<file path="src/rtl/rv_ctl_pkg.sv">
// Package: shared field geometry and opcode-group codes for the control decoder.
// Assumes a 32-bit RV32I instruction word with the standard field layout.
package rv_ctl_pkg;
    localparam int INST_W   = 32;
    localparam int OPC_W    = 7;
    localparam int GRP_LSB  = 2;
    localparam int GRP_W    = OPC_W - GRP_LSB;
    localparam int REG_W    = 5;
    localparam int F3_W     = 3;
    localparam int F7_W     = 7;
    localparam int RD_LSB   = OPC_W;
    localparam int F3_LSB   = RD_LSB + REG_W;
    localparam int RS1_LSB  = F3_LSB + F3_W;
    localparam int RS2_LSB  = RS1_LSB + REG_W;
    localparam int F7_LSB   = RS2_LSB + REG_W;
    localparam int TRAP_BIT = RS2_LSB;

    // Opcode group codes (bits [6:2]); these values are behaviour.
    localparam int GRP_LOAD   = 0;
    localparam int GRP_OPIMM  = 4;
    localparam int GRP_AUIPC  = 5;
    localparam int GRP_STORE  = 8;
    localparam int GRP_OP     = 12;
    localparam int GRP_LUI    = 13;
    localparam int GRP_BRANCH = 24;
    localparam int GRP_JALR   = 25;
    localparam int GRP_JAL    = 27;
    localparam int GRP_SYSTEM = 28;

    localparam logic [F3_W-1:0] F3_SHR = 3'b101;

    typedef enum logic [1:0] {
        WB_ALU  = 2'b00,
        WB_MEM  = 2'b01,
        WB_LINK = 2'b10
    } wb_src_e;

    typedef struct packed {
        logic load;
        logic opimm;
        logic auipc;
        logic store;
        logic op;
        logic lui;
        logic branch;
        logic jalr;
        logic jal;
        logic system;
    } grp_cls_t;
endpackage

</file>
<file path="src/rtl/rv_ctl_onehot.sv">
// Module: binary-to-one-hot decoder for the opcode group.
// Assumes sel is a defined binary value; exactly one output bit is high.
module rv_ctl_onehot #(
    parameter int SEL_W = 5
) (
    input  logic [SEL_W-1:0]      sel,
    output logic [(1<<SEL_W)-1:0] hot
);
    localparam int N_OUT = 1 << SEL_W;

    // One comparator per output line.
    for (genvar g = 0; g < N_OUT; g++) begin : g_line
        assign hot[g] = (sel == SEL_W'(g));
    end
endmodule

</file>
<file path="src/rtl/rv_ctl_suppress.sv">
// Module: no-op field detector merged with the system group into a suppression term.
// Assumes the caller supplies the raw instruction fields.
module rv_ctl_suppress #(
    parameter int REG_W = 5,
    parameter int F7_W  = 7
) (
    input  logic [REG_W-1:0] rd,
    input  logic [REG_W-1:0] rs1,
    input  logic [REG_W-1:0] rs2,
    input  logic [F7_W-1:0]  f7,
    input  logic             is_system,
    output logic             suppress
);
    logic nop_hit;

    // All register fields and funct7 zero marks a no-op.
    always_comb nop_hit = (rd == '0) && (rs1 == '0) && (rs2 == '0) && (f7 == '0);

    // Either source blocks all write-type outputs.
    always_comb suppress = nop_hit | is_system;
endmodule

</file>
<file path="src/rtl/rv_ctl_fields.sv">
// Module: field-derived outputs (ALU code, memory lanes, source index masking).
// Assumes alu_qual is already restricted to register-register or immediate right shift.
module rv_ctl_fields #(
    parameter int REG_W = 5,
    parameter int F3_W  = 3,
    parameter int F7_W  = 7
) (
    input  logic [F3_W-1:0]  f3,
    input  logic [F7_W-1:0]  f7,
    input  logic             alu_qual,
    input  logic             suppress,
    input  logic             zero_src,
    input  logic [REG_W-1:0] rs1,
    input  logic [REG_W-1:0] rs2,
    output logic [4:0]       alu_op,
    output logic [2:0]       mem_lanes,
    output logic [REG_W-1:0] rs1_idx,
    output logic [REG_W-1:0] rs2_idx
);
    localparam int F7_ALT = 5;

    // ALU code: funct3 plus qualified funct7 modifier bits.
    always_comb alu_op = {f7[0] & alu_qual, f7[F7_ALT] & alu_qual, f3};

    // Lane code is a fixed permutation of funct3, blanked under suppression.
    always_comb mem_lanes = suppress ? 3'b000 : {f3[1], f3[0], f3[2]};

    // Source indices masked when the instruction reads no register.
    always_comb begin
        rs1_idx = zero_src ? '0 : rs1;
        rs2_idx = zero_src ? '0 : rs2;
    end
endmodule

</file>
<file path="src/rtl/rv_ctl_decoder.sv">
// Module: top of the RV32I control decoder; purely combinational.
// Assumes inst_word holds the instruction of the current decode slot.
module rv_ctl_decoder
    import rv_ctl_pkg::*;
(
    input  logic [INST_W-1:0] inst_word,
    output logic [2:0]        imm_fmt,
    output logic              opa_pc,
    output logic              opb_imm,
    output logic [4:0]        alu_op,
    output logic [4:0]        br_ctl,
    output logic              mem_rd,
    output logic              mem_wr,
    output logic [2:0]        mem_lanes,
    output logic              rf_we,
    output logic [1:0]        wb_src,
    output logic              trap_ecall,
    output logic              trap_ebreak,
    output logic [OPC_W-1:0]  opcode_raw,
    output logic [REG_W-1:0]  rd_idx,
    output logic [REG_W-1:0]  rs1_idx,
    output logic [REG_W-1:0]  rs2_idx
);
    localparam int N_GRP = 1 << GRP_W;

    logic [N_GRP-1:0] hot;
    grp_cls_t         cls;
    logic [F3_W-1:0]  f3;
    logic [F7_W-1:0]  f7;
    logic [REG_W-1:0] rd_f, rs1_f, rs2_f;
    logic             suppress, alu_qual, zero_src, writer;
    logic             unused_hot;

    // Field extraction from the instruction word.
    always_comb begin
        f3    = inst_word[F3_LSB +: F3_W];
        f7    = inst_word[F7_LSB +: F7_W];
        rd_f  = inst_word[RD_LSB +: REG_W];
        rs1_f = inst_word[RS1_LSB +: REG_W];
        rs2_f = inst_word[RS2_LSB +: REG_W];
    end

    rv_ctl_onehot #(.SEL_W(GRP_W)) u_hot (
        .sel (inst_word[OPC_W-1:GRP_LSB]),
        .hot (hot)
    );

    // Pick the defined groups out of the one-hot vector.
    always_comb begin
        cls.load   = hot[GRP_LOAD];
        cls.opimm  = hot[GRP_OPIMM];
        cls.auipc  = hot[GRP_AUIPC];
        cls.store  = hot[GRP_STORE];
        cls.op     = hot[GRP_OP];
        cls.lui    = hot[GRP_LUI];
        cls.branch = hot[GRP_BRANCH];
        cls.jalr   = hot[GRP_JALR];
        cls.jal    = hot[GRP_JAL];
        cls.system = hot[GRP_SYSTEM];
    end

    // Remaining group lines carry no controls.
    assign unused_hot = ^hot;

    rv_ctl_suppress #(.REG_W(REG_W), .F7_W(F7_W)) u_sup (
        .rd        (rd_f),
        .rs1       (rs1_f),
        .rs2       (rs2_f),
        .f7        (f7),
        .is_system (cls.system),
        .suppress  (suppress)
    );

    // Qualifiers for the ALU modifier bits and the source masking.
    always_comb begin
        alu_qual = cls.op | (cls.opimm & (f3 == F3_SHR));
        zero_src = cls.lui | cls.auipc | cls.jal;
    end

    rv_ctl_fields #(.REG_W(REG_W), .F3_W(F3_W), .F7_W(F7_W)) u_fld (
        .f3        (f3),
        .f7        (f7),
        .alu_qual  (alu_qual),
        .suppress  (suppress),
        .zero_src  (zero_src),
        .rs1       (rs1_f),
        .rs2       (rs2_f),
        .alu_op    (alu_op),
        .mem_lanes (mem_lanes),
        .rs1_idx   (rs1_idx),
        .rs2_idx   (rs2_idx)
    );

    // Group-driven operand, immediate and branch controls.
    always_comb begin
        imm_fmt = {cls.jal,
                   cls.branch | cls.lui | cls.auipc,
                   cls.store  | cls.lui | cls.auipc};
        opa_pc  = cls.auipc | cls.branch | cls.jal;
        opb_imm = cls.opimm | cls.load | cls.store | cls.auipc | cls.jal | cls.jalr;
        br_ctl[4]   = cls.jal | cls.jalr;
        br_ctl[3]   = cls.branch;
        br_ctl[2:0] = (br_ctl[4] | br_ctl[3]) ? f3 : 3'b000;
    end

    // Write-type enables gated by suppression, and writeback source.
    always_comb begin
        writer = cls.load | cls.opimm | cls.auipc | cls.op | cls.lui | cls.jalr | cls.jal;
        rf_we  = writer & ~suppress;
        mem_rd = cls.load  & ~suppress;
        mem_wr = cls.store & ~suppress;
        if (!rf_we)
            wb_src = WB_ALU;
        else if (cls.jal | cls.jalr)
            wb_src = WB_LINK;
        else if (cls.load)
            wb_src = WB_MEM;
        else
            wb_src = WB_ALU;
    end

    // Trap flags and raw passthroughs.
    always_comb begin
        trap_ecall  = cls.system & ~inst_word[TRAP_BIT];
        trap_ebreak = cls.system &  inst_word[TRAP_BIT];
        opcode_raw  = inst_word[OPC_W-1:0];
        rd_idx      = rd_f;
    end
endmodule

</file>
<file path="config.mk">
export PLATFORM = sky130hd
export DESIGN_NAME = rv_ctl_decoder
export DESIGN_NICKNAME = d
export VERILOG_FILES = /design/src/rtl/rv_ctl_pkg.sv /design/src/rtl/rv_ctl_onehot.sv /design/src/rtl/rv_ctl_suppress.sv /design/src/rtl/rv_ctl_fields.sv /design/src/rtl/rv_ctl_decoder.sv
export SDC_FILE = /design/constraint.sdc
export NUM_CORES = 1
export LEC_CHECK = 0
export BUFFER_PORTS_ARGS = -buffer_cell sky130_fd_sc_hd__buf_2
export CAP_MARGIN = 0
export CORE_UTILIZATION = 36
export DETAILED_ROUTE_END_ITERATION = 7
export GPL_TIMING_DRIVEN = 0
export PLACE_DENSITY = 0.95
export SYNTH_ARGS = -nofsm -noshare
export SYNTH_HDL_FRONTEND = slang
export SYNTH_SLANG_ARGS = --single-unit
</file>
<file path="constraint.sdc">
create_clock -name vclk -period 2
set_input_delay 0.1 -clock vclk [all_inputs]
set_output_delay 0.1 -clock vclk [all_outputs]
set_load 0.1 [all_outputs]
</file>
Word level (Yosys, flattened, before mapping) --
Cells that the tools add are included.
Storage, ports and cells: memories kept 0, word-level logic and storage cells 57, bits in latches 0, bits in read-only memories 0, RAM bits 0, register bits after elaboration 0, input bits 32
Operators by class: add/subtract/negate cells 0, reduce and logical (&&, ||, !) cells 8, bitwise logic cells 32, equal/unequal tests 10, order comparisons 0, $mul 0, shift-type cells 0, muxes and demuxes 7, divide/modulo/power cells 0
Operators with widths (count):
- $or A1 B1 Y1 | 22
- $eq A5 B5 Y1 const B | 4
- $logic_not A5 Y1 | 4
- $eq A5 B4 Y1 const B | 3
- $eq A5 B3 Y1 const B | 2
- $mux W5 | 2
- $and A1 B1 Y1 | 8
- $logic_not A7 Y1 | 1
- $mux W3 | 2
- $mux W2 | 2
- $eq A3 B3 Y1 const B | 1
- $logic_and A1 B1 Y1 | 3
- $not A1 Y1 | 2
- $mux W1 | 1

Longest topological paths before layout --
Gate-level depths: netlist (run 1).
word-level depth 9, depth in mapped cells 6, depth with buffers taken out 5

Modules after synthesis --
A second synthesis (run 1) with hierarchy kept.
Second synthesis, totals: cells, all modules 107, area total of the unflattened synthesis 638.1 µm²
Modules (own cells, without submodules):
- rv_ctl_decoder | area each 241.5 µm², instances 1, sequential area each 0.0 µm², cells each 34
- rv_ctl_onehot | area each 221.5 µm², instances 1, sequential area each 0.0 µm², cells each 47
- rv_ctl_fields | area each 116.4 µm², instances 1, sequential area each 0.0 µm², cells each 18
- rv_ctl_suppress | area each 58.8 µm², instances 1, sequential area each 0.0 µm², cells each 8

Worst setup path before layout (run 1) --
Ideal clock, no wire load.
path kind input -> output, start point in inst_word[4], end point out opa_pc, data required time 1.900 ns, cell stages on the path 6, arrival 3.036 ns, buffers on the path 1, setup slack -1.136 ns, path through buf_2 -> nand3b_4 -> or2_4 -> inv_1 -> and2_1 -> o21bai_1
Between the ends: elaborated cells between the ends (all ways) 5, classes of those cells eq/ne (3); bitwise (2)
RTL lines:
- start: declaration | RTL line rv_ctl_decoder.sv:6 | input logic [INST_W-1:0] inst_word,
- $eq A5 B5 Y1 | RTL line rv_ctl_onehot.sv:13 | assign hot[g] = (sel == SEL_W'(g));
- via imm_fmt[2] | RTL line rv_ctl_decoder.sv:7 | output logic [2:0] imm_fmt,
- $or A1 B1 Y1 | RTL line rv_ctl_decoder.sv:99 | opa_pc = cls.auipc | cls.branch | cls.jal;
- end: declaration | RTL line rv_ctl_decoder.sv:8 | output logic opa_pc,
The timed path passes the listed nets, and every way through them passes these cells.

Worst setup path in the final report (run 1) --
start point in inst_word[4], end point out rs2_idx[3]
Between the ends: longest elaborated chain between the ends 4, elaborated cells between the ends (all ways) 6, classes of those cells eq/ne (3); mux (1); bitwise (2)
Ends and longest elaborated chain:
- $eq A5 B4 Y1 / $eq A5 B3 Y1 (equally long branches) | RTL line rv_ctl_onehot.sv:13
- $or A1 B1 Y1 | RTL line rv_ctl_decoder.sv:77 | zero_src = cls.lui | cls.auipc | cls.jal;
- $or A1 B1 Y1 (*) | RTL line rv_ctl_decoder.sv:77
- $mux W5 (*) | RTL line rv_ctl_fields.sv:31 | rs2_idx = zero_src ? '0 : rs2;
- end: declaration | RTL line rv_ctl_decoder.sv:22 | output logic [REG_W-1:0] rs2_idx
Every way passes the cells marked *; elsewhere a longest branch is shown, timed or not.

==> summary.txt, run 1 <==
Run status
  • Status: finished, final reports clean

Global routing
  • Initial antenna violation count: 0
  • Pin count of the biggest net entering global routing: 11
  • All-Layer GR Usage: 0.2176
  • Vias in the first global route: 786
  • First-pass GRT wire length: 3.222 mm
  • Global route overflow: 0

Yosys
  • Ys Warns: 0
  • Cells after synthesis: 92
  • Sequential cell area fraction in the yosys report: 0
  • Post-synth cell types: 32
  • Synthesized area: 598.1 µm²
  • Avg Inst Size Synth: 6.501 µm²
  • Syn_nets: 124

Power and ir drop
  • PD cells: 484.5 nW/µm²
  • Leakage: 0.6160 nW
  • Worst vdd ir: 288.1 µV

Die
  • DIE WIDTH: 42.76 µm
  • Core Area: 1524 µm²
  • Initial core utilization: 0.3924
  • IO Pins: 79
  • Row Count: 14
  • Die Ht: 42.76 µm
  • DIE AREA: 1828 µm²

STA
  • WHS: 584.1 ps
  • Highest Clock Rate: 603.1 MHz
  • Period minus WS final: 1658 ps
  • Final Hold Fails: 0
  • Tcrit/Tclk final: 0.8291
  • Final Slew Violations: 0
  • RSZ-0062 raised after global routing: false
  • Slew @ Worst Pin: 532.6 ps
  • Final Setup Violations: 0
  • Slew Limit Headroom: 0.6425

Setup path
  • Worst EP arrival: 1560 ps
  • Required time of the critical path: 1900 ps
  • Worst stage delay on the critical path: 440 ps
  • Most Frequent Cell on Critical Path: buf_2
  • Crit-path cells: buf_2, and4b_1, o21ai_1, and2_2, buf_2
  • Crit start category: input pin
  • CP Capture Type: primary output
  • Crit-path max FO: 10
  • Critical path type: input pin to primary output
  • Slowest cell on the critical path: o21ai_1

Final layout
  • Finished Layout Cells: 180
  • Ant. Diodes: 0
  • Layout fillers: 142
  • Layout cell share with drive strength beyond 1: 0.6280
  • Area delta synth->final: 65.69%
  • Nets: 198
  • Reg area: 0 µm²
  • Sequential cells: 0
  • Clock buffer cells: 0
  • Area of the multi-input gates: 435.4 µm²

Flow run
  • Max-cap violations: 0

Worst hold path
  • Min-delay worst type: input pin to primary output

Clocking
  • CTS resizes: 0
  • Number of hold-repair buffers added at the cts stage: 0
  • Post-CTS Setup Repair Bufs: 0

Detailed routing
  • Routed Antenna Nets: 0
  • Vias per cell: 4.978
  • # DRC: 0
  • Drt pass-1 iters: 4
  • Routed len/inst: 11.33 µm
  • Vias: 896
  • Post-Route WL: 2.039 mm
  • Iter 0 DRT Violations: 9

Placed design
  • IO buf count: 72
  • Placer Congestion: 0.7090
  • HPWL Detailed: 1.753 mm
  • Placed instance count: 180
-- cell usage in the layout, fill, tap and decap left out, types with 2 or more instances in the layout --
| cell | synthesis | final |
|---|---|---|
| nor2b_1 | 3 | 2 |
| nand2_1 | 4 | 4 |
| a211oi_1 | 5 | 5 |
| and2_2 | 1 | 2 |
| buf_4 | 15 | 15 |
| nor2_1 | 7 | 7 |
| buf_2 | 5 | 77 |
| a21oi_1 | 3 | 3 |
| o211ai_1 | 2 | 2 |
| and2_1 | 14 | 13 |
| inv_1 | 9 | 9 |
| nor4_1 | 4 | 4 |
-- cell families after synthesis --
kind of cell / Yosys count / share of synthesized area
AND/OR/NAND/NOR: 45 / 0.5021
AO/OA/AOI/OAI: 17 / 0.2050
buffers and inverters: 30 / 0.2929
-- cells in the mapped netlist --
cell       number  area share
or2_4           1       0.015
or4_4           1       0.019
a21boi_0        1       0.013
a21oi_1         3       0.025
o21ai_0         1      0.0084
o22a_1          1       0.015
o21bai_1        1       0.013
buf_4          15        0.19
nand3_1         1      0.0084
nor2_1          7       0.044
nor3b_1         1       0.013
nor2b_1         3       0.031
nand3b_4        1       0.033
inv_1           9       0.056
nor4_2          1       0.021
a211oi_1        5       0.063
and3b_1         1       0.015
o21ai_1         1      0.0084
and4_1          1       0.015
a22oi_2         1       0.021
a2bb2oi_1       1       0.015
nand4_1         1       0.010
and4b_1         1       0.017
nor3_1          1      0.0084
nor4_1          4       0.042
nand2_1         4       0.025
clkbuf_1        1      0.0063
and2_2          1       0.013
and2_1         14        0.15
o211ai_1        2       0.025
nor3_4          1       0.027
buf_2           5       0.042
-- stage by stage --
stage	setup WS, ps	utilization	power [mW]	setup TNS (ps)	instance area, µm²
after global routing	262.7	0.6502	0.4972	0	991.0
after detailed placement	361.5	0.6502	0.4803	0	991.0
final	341.8	0.6502	0.4801	0	991.0
after global placement	418.3	0.6502	0.4741	0	991.0
after floorplan	-872.8	-	0.4024	-5229	610.6
after CTS	362.4	0.6502	0.4810	0	991.0
-- worst paths after layout --
kind	from	to	slack, ps	cells past startpoint
worst max-delay path	inst_word[4]	rs2_idx[3]	340	5
worst min-delay path	inst_word[4]	opcode_raw[4]	580	2
-- metal layers --
metal  vias up  part of all wire  track usage
li1        446                 -            -
met5         -                 0            0
met1       400              0.38       0.2437
met2        48              0.54       0.4303
met4         0            0.0044      0.06250
met3         2             0.072     0.008511
-- where the power goes --
part	internal [mW]	switching, mW
Sequential	0	0
Combinational	0.0922	0.388
Clock	0	0
-- worst max-delay path: cells and delay by family --
family / cells / cell delay (ps)
AOI/OAI and AO/OA: 1 / 440
buffers and inverters: 2 / 570
and+or+nand+nor: 2 / 440
-- final cells by class --
type	instances	area share
multi-input cells	62	0.4394
repair buffers	72	0.3636
plain buffers	21	0.1427
inverters	9	0.03409
well taps	16	0.02020
(Power assumes the default switching activity.)
==> run 2, diff against run 1 <==
ABC_AREA = 1   (was default)
CORE_UTILIZATION = 31   (was 36)
clock period = 1.65 ns   (was 2 ns; I/O delays follow)
==> run 2 against run 1 <==
  * The flow now finishes with violations (design-rule violations)
  * Global-route usage shrank 5.1 points
  * Wire length shrank 20%
  * Sequential cell count is the same
  * Worst hold slack lost 36 ps
  * Synthesized cell count grew 20%
  * Die area grew 2.6%
  * Power grew 23%
  * Count of clock-buffer cells in the layout is the same
  * First-iteration DRC count grew 100%
  * Critical endpoint is now mem_lanes[2]
==> summary.txt, run 2 <==
Run status
  • Status: finished with violations
  • Violated checks: design-rule violations

Power and ir drop
  • Worst vdd ir: 376.2 µV
  • Leakage: 0.6617 nW
  • Total power draw: 0.5911 mW
  • PD cells: 584.0 nW/µm²

Final layout
  • Sequential cells: 0
  • Final Core Density: 0.6493
  • Reg area: 0 µm²
  • Nets: 221
  • Most frequent cells in the layout: 77 x buf_2, 33 x nor2_1, 21 x inv_1
  • Commonest non-fill, non-tap cell in the layout: buf_2
  • Clock buffer cells: 0
  • Area delta synth->final: 91.25%
  • Finished Layout Cells: 203
  • Area of the multi-input gates: 402.9 µm²
  • Layout fillers: 161
  • Layout cell share with drive strength beyond 1: 0.5936
  • Ant. Diodes: 0

Detailed routing
  • Routed Antenna Nets: 0
  • Routed len/inst: 8.005 µm
  • # DRC: 9
  • Vias: 883
  • Post-Route WL: 1.625 mm
  • Iter 0 DRT Violations: 18
  • Vias per cell: 4.350
  • Drt pass-1 iters: 6

Yosys
  • Most frequent cell after synthesis: nor2_1
  • Synthesized area: 529.3 µm²
  • Ys Warns: 0
  • Cells after synthesis: 110
  • Ranking of synthesized cells by area: nor2_1 30%, buf_4 21%, inv_1 16%, nand2_1 8.5%, nand4_1 4.7%
  • Syn_nets: 142
  • Top cells by count, synth: 42 x nor2_1, 22 x inv_1, 15 x buf_4, 12 x nand2_1
  • Synth top area share: 0.2979
  • Sequential cell area fraction in the yosys report: 0
  • Post-synth cell types: 14
  • Avg Inst Size Synth: 4.811 µm²
  • Cell type with the largest total area after synthesis: nor2_1

Worst hold path
  • Min-delay worst type: input pin to primary output

Setup path
  • Crit-path max FO: 8
  • Crit start category: input pin
  • CP Capture Type: primary output
  • Most Frequent Cell on Critical Path: buf_2
  • Largest delay share family, worst path: simple AND/OR/NAND/NOR gates
  • Worst setup path end: mem_lanes[2]
  • Worst EP arrival: 1340 ps
  • CP bufs+invs: 2
  • Critical Path Stages: 6
  • Critical path type: input pin to primary output
  • Slowest cell on the critical path: buf_2
  • Worst Setup SP: inst_word[3]
  • Required time of the critical path: 1570 ps
  • Worst stage delay on the critical path: 440 ps
  • Crit-path cells: buf_2, nor2_4, nand4_1, nand2_1, nor2_1, buf_2

Die
  • Die Ht: 43.32 µm
  • DIE AREA: 1877 µm²
  • Row Count: 14
  • Initial core utilization: 0.3395
  • Core Area: 1559 µm²
  • IO Pins: 79
  • DIE WIDTH: 43.32 µm

STA
  • Slew @ Worst Pin: 539.2 ps
  • PnR worst setup slack: 230.4 ps
  • Highest Clock Rate: 704.4 MHz
  • Final Hold Fails: 0
  • Tcrit/Tclk final: 0.8604
  • RSZ-0062 raised after global routing: false
  • WHS: 548.3 ps
  • Final Setup Violations: 0
  • Final Slew Violations: 0
  • Period minus WS final: 1420 ps
  • Slew Limit Headroom: 0.6392

Global routing
  • All-Layer GR Usage: 0.1662
  • Met1 Usage GRT: 0.1899
  • Vias in the first global route: 686
  • Pin count of the biggest net entering global routing: 11
  • Global route overflow: 0
  • GR Util met2: 0.3515
  • First-pass GRT wire length: 2.532 mm
  • GRT Max-Usage Layer: met2
  • Met3 global-route usage: 0.004255
  • Initial antenna violation count: 0

Placed design
  • HPWL Detailed: 1.503 mm
  • DP Worst Slack: 217.5 ps
  • Placer Congestion: 0.8197
  • Placed instance count: 203
  • IO buf count: 77

Clocking
  • Number of hold-repair buffers added at the cts stage: 0
  • CTS resizes: 0
  • Post-CTS Setup Repair Bufs: 0

Flow run
  • Max-cap violations: 0
[run 2: changes by cell type in the layout (fill, tap and decap cells not counted), sizes merged, moves of 4 or more]
cell,previous run,this run
a211oi,5,0
and2,15,0
inv,9,23
nand2,4,14
nand3,1,5
nor2,7,44
nor4,5,0
[run 2: final cells by class]
type	instances	area share
buffer	15	0.1112
multi-input combinational	72	0.3980
timing repair buffer	77	0.3807
inverter	23	0.09023
tap	16	0.01978
[run 2: power breakdown]
part	leakage [nW]	switching [mW]	internal, mW
sequential	0	0	0
clock	0	0	0
combinational	0.662	0.484	0.107
[run 2: worst min-delay path by stage]
stage | start | end | depth (start not counted)
after floorplan | inst_word[5] | br_ctl[3] | 2
after global placement | inst_word[1] | opcode_raw[1] | 2
after detailed placement | inst_word[1] | opcode_raw[1] | 2
after CTS | inst_word[1] | opcode_raw[1] | 2
after global routing | inst_word[1] | opcode_raw[1] | 2
final | inst_word[1] | opcode_raw[1] | 2
[run 2: through the flow]
| step | instance area (µm²) | setup TNS (ps) |
|---|---|---|
| after floorplan | 606.8 | -3826 |
| after global placement | 1012 | 0 |
| after detailed placement | 1012 | 0 |
| after CTS | 1012 | 0 |
| after global routing | 1012 | 0 |
| final | 1012 | 0 |
[run 2: routing by layer]
metal,part of all wire,routed length [µm]
met1,0.40,646
met2,0.52,841
met3,0.084,137
met4,0,0
met5,0,0
[run 2: logic make-up (layout without fill, tap and decap cells)]
| group | Yosys count | count (layout) | synth area share |
|---|---|---|---|
| AND/OR/NAND/NOR | 69 | 69 | 0.5816 |
| AO/OA/AOI/OAI | 3 | 3 | 0.04255 |
| buffers and inverters | 38 | 115 | 0.3759 |
